===== src/rtl/sio_cfg_pkg.sv =====
package sio_cfg_pkg;
  localparam logic [7:0] KEY_OPEN  = 8'h55;
  localparam logic [7:0] KEY_SEAL  = 8'hAA;
  localparam logic [7:0] IX_LDSEL  = 8'h07;
  localparam logic [7:0] IX_IDENT  = 8'h20;
  localparam logic [7:0] IX_ACT    = 8'h30;
  localparam logic [7:0] IX_BASEHI = 8'h60;
  localparam logic [7:0] IX_BASELO = 8'h61;
  localparam logic [7:0] IDLE_BYTE = 8'hFF;

  typedef enum logic { LK_SEALED = 1'b0, LK_OPEN = 1'b1 } lock_e;
  typedef enum logic [1:0] { BF_NONE, BF_ACT, BF_HI, BF_LO } bank_fld_e;
endpackage


===== src/rtl/sio_key_fsm.sv =====
module sio_key_fsm
  import sio_cfg_pkg::*;
(
  input  logic       clk,
  input  logic       rst,
  input  logic       idx_wr,
  input  logic [7:0] wdata,
  output logic       open_o
);
  lock_e st_q;

  always_ff @(posedge clk) begin
    if (rst) begin
      st_q <= LK_SEALED;
    end else if (idx_wr) begin
      unique case (st_q)
        LK_SEALED: if (wdata == KEY_OPEN) st_q <= LK_OPEN;
        LK_OPEN:   if (wdata == KEY_SEAL) st_q <= LK_SEALED;
        default:   st_q <= LK_SEALED;
      endcase
    end
  end

  assign open_o = (st_q == LK_OPEN);
endmodule


===== src/rtl/sio_ldn_bank.sv =====
module sio_ldn_bank
  import sio_cfg_pkg::*;
#(
  parameter int NUM_LDN = 16,
  parameter int RT_LDN  = 10
) (
  input  logic       clk,
  input  logic       rst,
  input  logic       wr_en,
  input  bank_fld_e  wr_fld,
  input  logic [7:0] ldn,
  input  logic [7:0] wdata,
  output logic       rd_act,
  output logic [7:0] rd_hi,
  output logic [7:0] rd_lo,
  output logic [15:0] rt_base,
  output logic       rt_active
);
  localparam int SEL_W = (NUM_LDN > 1) ? $clog2(NUM_LDN) : 1;

  logic       act_a [NUM_LDN];
  logic [7:0] hi_a  [NUM_LDN];
  logic [7:0] lo_a  [NUM_LDN];

  logic            in_range;
  logic [SEL_W-1:0] sel;

  assign in_range = (int'(ldn) < NUM_LDN);
  assign sel      = ldn[SEL_W-1:0];

  for (genvar g = 0; g < NUM_LDN; g++) begin : g_dev
    logic       act_q;
    logic [7:0] hi_q;
    logic [7:0] lo_q;
    logic       hit;

    assign hit = wr_en && in_range && (int'(sel) == g);

    always_ff @(posedge clk) begin
      if (rst) begin
        act_q <= 1'b0;
        hi_q  <= 8'h00;
        lo_q  <= 8'h00;
      end else if (hit) begin
        case (wr_fld)
          BF_ACT:  act_q <= wdata[0];
          BF_HI:   hi_q  <= wdata;
          BF_LO:   lo_q  <= wdata;
          default: ;
        endcase
      end
    end

    assign act_a[g] = act_q;
    assign hi_a[g]  = hi_q;
    assign lo_a[g]  = lo_q;
  end

  always_comb begin
    rd_act = 1'b0;
    rd_hi  = 8'h00;
    rd_lo  = 8'h00;
    if (in_range) begin
      rd_act = act_a[sel];
      rd_hi  = hi_a[sel];
      rd_lo  = lo_a[sel];
    end
  end

  assign rt_base   = {hi_a[RT_LDN], lo_a[RT_LDN]};
  assign rt_active = act_a[RT_LDN];
endmodule


===== src/rtl/sio_cfg_port.sv =====
module sio_cfg_port
  import sio_cfg_pkg::*;
#(
  parameter logic [15:0] PORT_BASE = 16'h002E,
  parameter logic [7:0]  DEV_ID    = 8'h7C,
  parameter int          NUM_LDN   = 16,
  parameter int          RT_LDN    = 10
) (
  input  logic        clk,
  input  logic        rst,
  input  logic [15:0] io_addr,
  input  logic        io_wr,
  input  logic        io_rd,
  input  logic [7:0]  io_wdata,
  output logic [7:0]  io_rdata,
  output logic [15:0] rt_base,
  output logic        rt_active
);
  localparam logic [15:0] DATA_ADDR = PORT_BASE + 16'd1;

  logic       idx_hit, dat_hit;
  logic       unlocked;
  logic [7:0] cur_index;
  logic [7:0] ldn_q;
  logic       bank_we;
  bank_fld_e  bank_fld;
  logic       b_act;
  logic [7:0] b_hi, b_lo;
  logic [7:0] reg_rd;

  assign idx_hit = (io_addr == PORT_BASE);
  assign dat_hit = (io_addr == DATA_ADDR);

  sio_key_fsm u_key (
    .clk    (clk),
    .rst    (rst),
    .idx_wr (io_wr && idx_hit),
    .wdata  (io_wdata),
    .open_o (unlocked)
  );

  always_ff @(posedge clk) begin
    if (rst) begin
      cur_index <= 8'h00;
    end else if (unlocked && io_wr && idx_hit && io_wdata != KEY_SEAL) begin
      cur_index <= io_wdata;
    end
  end

  always_ff @(posedge clk) begin
    if (rst) begin
      ldn_q <= 8'h00;
    end else if (unlocked && io_wr && dat_hit && cur_index == IX_LDSEL) begin
      ldn_q <= io_wdata;
    end
  end

  always_comb begin
    case (cur_index)
      IX_ACT:    bank_fld = BF_ACT;
      IX_BASEHI: bank_fld = BF_HI;
      IX_BASELO: bank_fld = BF_LO;
      default:   bank_fld = BF_NONE;
    endcase
  end

  assign bank_we = unlocked && io_wr && dat_hit && (bank_fld != BF_NONE);

  sio_ldn_bank #(
    .NUM_LDN (NUM_LDN),
    .RT_LDN  (RT_LDN)
  ) u_bank (
    .clk       (clk),
    .rst       (rst),
    .wr_en     (bank_we),
    .wr_fld    (bank_fld),
    .ldn       (ldn_q),
    .wdata     (io_wdata),
    .rd_act    (b_act),
    .rd_hi     (b_hi),
    .rd_lo     (b_lo),
    .rt_base   (rt_base),
    .rt_active (rt_active)
  );

  always_comb begin
    case (cur_index)
      IX_LDSEL:  reg_rd = ldn_q;
      IX_IDENT:  reg_rd = DEV_ID;
      IX_ACT:    reg_rd = {7'b0, b_act};
      IX_BASEHI: reg_rd = b_hi;
      IX_BASELO: reg_rd = b_lo;
      default:   reg_rd = 8'h00;
    endcase
  end

  always_ff @(posedge clk) begin
    if (rst) begin
      io_rdata <= IDLE_BYTE;
    end else if (io_rd) begin
      if (unlocked && dat_hit)      io_rdata <= reg_rd;
      else if (unlocked && idx_hit) io_rdata <= cur_index;
      else                          io_rdata <= IDLE_BYTE;
    end
  end
endmodule


===== config.mk =====
export PLATFORM = sky130hd
export DESIGN_NAME = sio_cfg_port
export DESIGN_NICKNAME = d
export VERILOG_FILES = /design/src/rtl/sio_cfg_pkg.sv /design/src/rtl/sio_key_fsm.sv /design/src/rtl/sio_ldn_bank.sv /design/src/rtl/sio_cfg_port.sv
export SDC_FILE = /design/constraint.sdc
export NUM_CORES = 1
export LEC_CHECK = 0
export BUFFER_PORTS_ARGS = -buffer_cell sky130_fd_sc_hd__buf_2
export CAP_MARGIN = 10
export CORE_ASPECT_RATIO = 1.75
export CORE_MARGIN = 4
export CORE_UTILIZATION = 45
export CTS_BUF_LIST = sky130_fd_sc_hd__clkbuf_4
export CTS_CLUSTER_DIAMETER = 120
export DETAILED_ROUTE_END_ITERATION = 8
export PLACE_DENSITY = 0.63
export SLEW_MARGIN = 10
export SYNTH_ARGS = -nofsm -noshare
export SYNTH_HDL_FRONTEND = slang
export SYNTH_SLANG_ARGS = --single-unit

===== constraint.sdc =====
create_clock -name clk -period 5.68 [get_ports clk]
set_clock_uncertainty 0.05 [all_clocks]
set_input_delay 0.284 -clock clk [delete_from_list [all_inputs] [get_ports clk]]
set_output_delay 0.284 -clock clk [all_outputs]
set_load 0.02 [all_outputs]

==> run summary <==
status - finished clean
TritonCTS Sinks - 297
cts hold-fix bufs - 2
Net Sw Frac - 23.5%
Setup crit start kind - flop
Yosys top cell by area - dfxtp_1
synthesized area per cell - 8.66 µm²
TritonRoute pass-1 iters - 6
Longest Clk Path Bufs - 3
Slew Viols, Final - 0
root buf cell - clkbuf_4
Layout area overhead - 10.3%
Logic pwr share - 2.7%
Crit Path Category - reg -> reg
CTS HTree Levels - 3
worst path bufs/invs - 0
commonest non-fill, non-tap cell in the layout - nand2_1
vias per inst - 5.79
Unique masters post-synth - 54
chip height - 237 µm
relative max-transition margin - 20.1%
post-synthesis net count - 1590
GP Congestion - 0.937
Worst-Skew Late Latency - 0.75 ns
Yosys top cell area share - 44.0%
leading post-synthesis cells by cell area - dfxtp_1, nand2_1, mux4_2
DR WL/cell - 20.0 µm
Initial Util - 45.8%
flop-to-flop setup slack - 2.38 ns
die area - 33000 µm²
mapped cell area - 13500 µm²
final setup vio count - 0
leakage - 5.05 nW
Clk pwr share - 46.4%
# DRC - 0
post-CTS sizing - 0
num rows - 83
P_int - 0.00313 W
crit-path max FO - 11
post-synthesis cell count - 1562
io pins - 53
1st-iter DRT viols - 1160
Min Hold Slack - 0.0740 ns
first-pass GRT wire length - 62500 µm
Placed Cells - 1889
HPWL after detailed placement - 25800 µm
RSZ-0062 raised after global routing - false
GRT overflow - 0
CP max-delay cell - nor2b_1
Crit path max-delay family - simple AND/OR/NAND/NOR gates
CTS Buf Count - 71
Tmin final - 3.30 ns
asr flop ratio synth - 0%
Clk pin slew, worst setup/hold paths - 0.08 ns
yosys warns - 0
final hold vios - 0
number of global-route vias before repair - 11192
slowest stage delay, CP - 0.77 ns
cells along the critical path - nor4b_2 -> nand2_1 -> nor3_1 -> nor2b_1 -> mux2i_1 -> nor2_1
post-route clock period utilization - 58.1%
Nets - 1610
EDFF count, synth - 0
Final Non-Filler Cells - 2017
Reg power frac - 50.9%
Die W - 139 µm
#FFs+latches synth - 297
setup_tns - 0 ns
Max Cap Viol - 0
power per cell area - 274 nW/µm²
post-route ant nets - 0
CP Data Arrival Time - 3.83 ns
Tot GR Track Use - 24.0%
fraction of layout cells with a size suffix above 1 - 16.4%
NetSw - 0.000961 W
Post-Route WL - 40400 µm
antenna violations before repair - 1
Fmax - 303 MHz
PortBufs - 52
post-CTS setup buffers - 0
placed cell area - 13900 µm²
Total Power - 0.00409 W
Worst Path Required - 6.20 ns
Top FF cell, synth - dfxtp_1
CTS tree - done
cell area after layout - 14900 µm²
Core ar. - 29500 µm²
peak supply drop - 0.148 mV
most frequent cells in the layout - nand2_1, dfxtp_1, a21oi_1
largest net degree at the start of global routing - 111
CP endpoint kind - flop
Worst Max-Slew Pin Slew - 1.19 ns
Vias - 11675
register area share after synthesis - 44.0%
hold crit path type - in -> reg
kinds of logic after synthesis:
logic type,share of synthesized area (%)
buffers and inverters,3.75
AO/OA/AOI/OAI,10.8
flip-flops,44.0
AND/OR/NAND/NOR,21.8
multiplexers,19.7
worst paths after layout:
| path | from | endpoint | cells past startpoint |
|---|---|---|---|
| min reg2reg | u_bank.g_dev[8].hi_q[6]$_SDFFE_PP0P_ | u_bank.g_dev[8].hi_q[6]$_SDFFE_PP0P_ | 2 |
| max reg2reg | cur_index[1]$_SDFFE_PP0P_ | u_bank.g_dev[7].hi_q[5]$_SDFFE_PP0P_ | 6 |
| min | rst | cur_index[1]$_SDFFE_PP0P_ | 2 |
| max | cur_index[1]$_SDFFE_PP0P_ | u_bank.g_dev[7].hi_q[5]$_SDFFE_PP0P_ | 6 |
power groups by stage:
stage	clock network (W)	registers (W)	logic, W
global placement	0	0.00213	0.000109
finish	0.00190	0.00208	0.000112
CTS	0.00193	0.00208	0.000110
detailed placement	0	0.00213	0.000109
global route	0.00204	0.00208	0.000118
floorplan	0	0.00213	0.0000676
Yosys cell counts, types with 7 or more instances:
library cell / number
nor3_1: 18
nand3_1: 24
nand4_1: 7
mux4_2: 59
o22ai_1: 8
nor2_1: 110
o21ai_0: 8
nand2b_1: 8
nand2_1: 439
nor2b_1: 12
a21oi_1: 215
dfxtp_1: 297
mux2_2: 19
buf_2: 15
mux2i_1: 112
clkbuf_1: 106
and2_1: 9
per-stage QoR:
step                worst slack, ns  util (%)
finish                         2.38      50.6
global route                   2.07      50.6
CTS                            2.36      50.5
detailed placement             2.40      47.2
global placement               2.44      47.2
floorplan                      3.37         -
metal layers:
metal  GRT usage [%]  part of all wire (%)  vias to the layer above
met5               0                     0                        -
met3            3.93                   5.9                      119
met2            41.8                    51                      473
li1                -                     -                     5460
met4            14.2                   5.5                        0
met1            27.5                    38                     5623
registers in the layout, indices dropped and copies added, names as in the netlist:
signal,flops
cur_index,8
io_rdata,8
u_bank.rt_active,1
u_bank.g_dev.hi_q,128
u_bank.g_dev.act_q,15
u_key.open_o,1
u_bank.g_dev.lo_q,128
ldn_q,8
cell type report:
| cell class | count | area, µm² |
|---|---|---|
| sequential | 297 | 5950 |
| multi-input combinational | 1135 | 7070 |
| fill | 2833 | 14600 |
| antenna | 2 | 5.00 |
| clock inverter | 33 | 283 |
| timing repair buffer | 72 | 424 |
| inverter | 5 | 18.8 |
| clock buffer | 91 | 683 |
| tap | 382 | 478 |
Note: power is estimated with default switching activity, not from simulation.
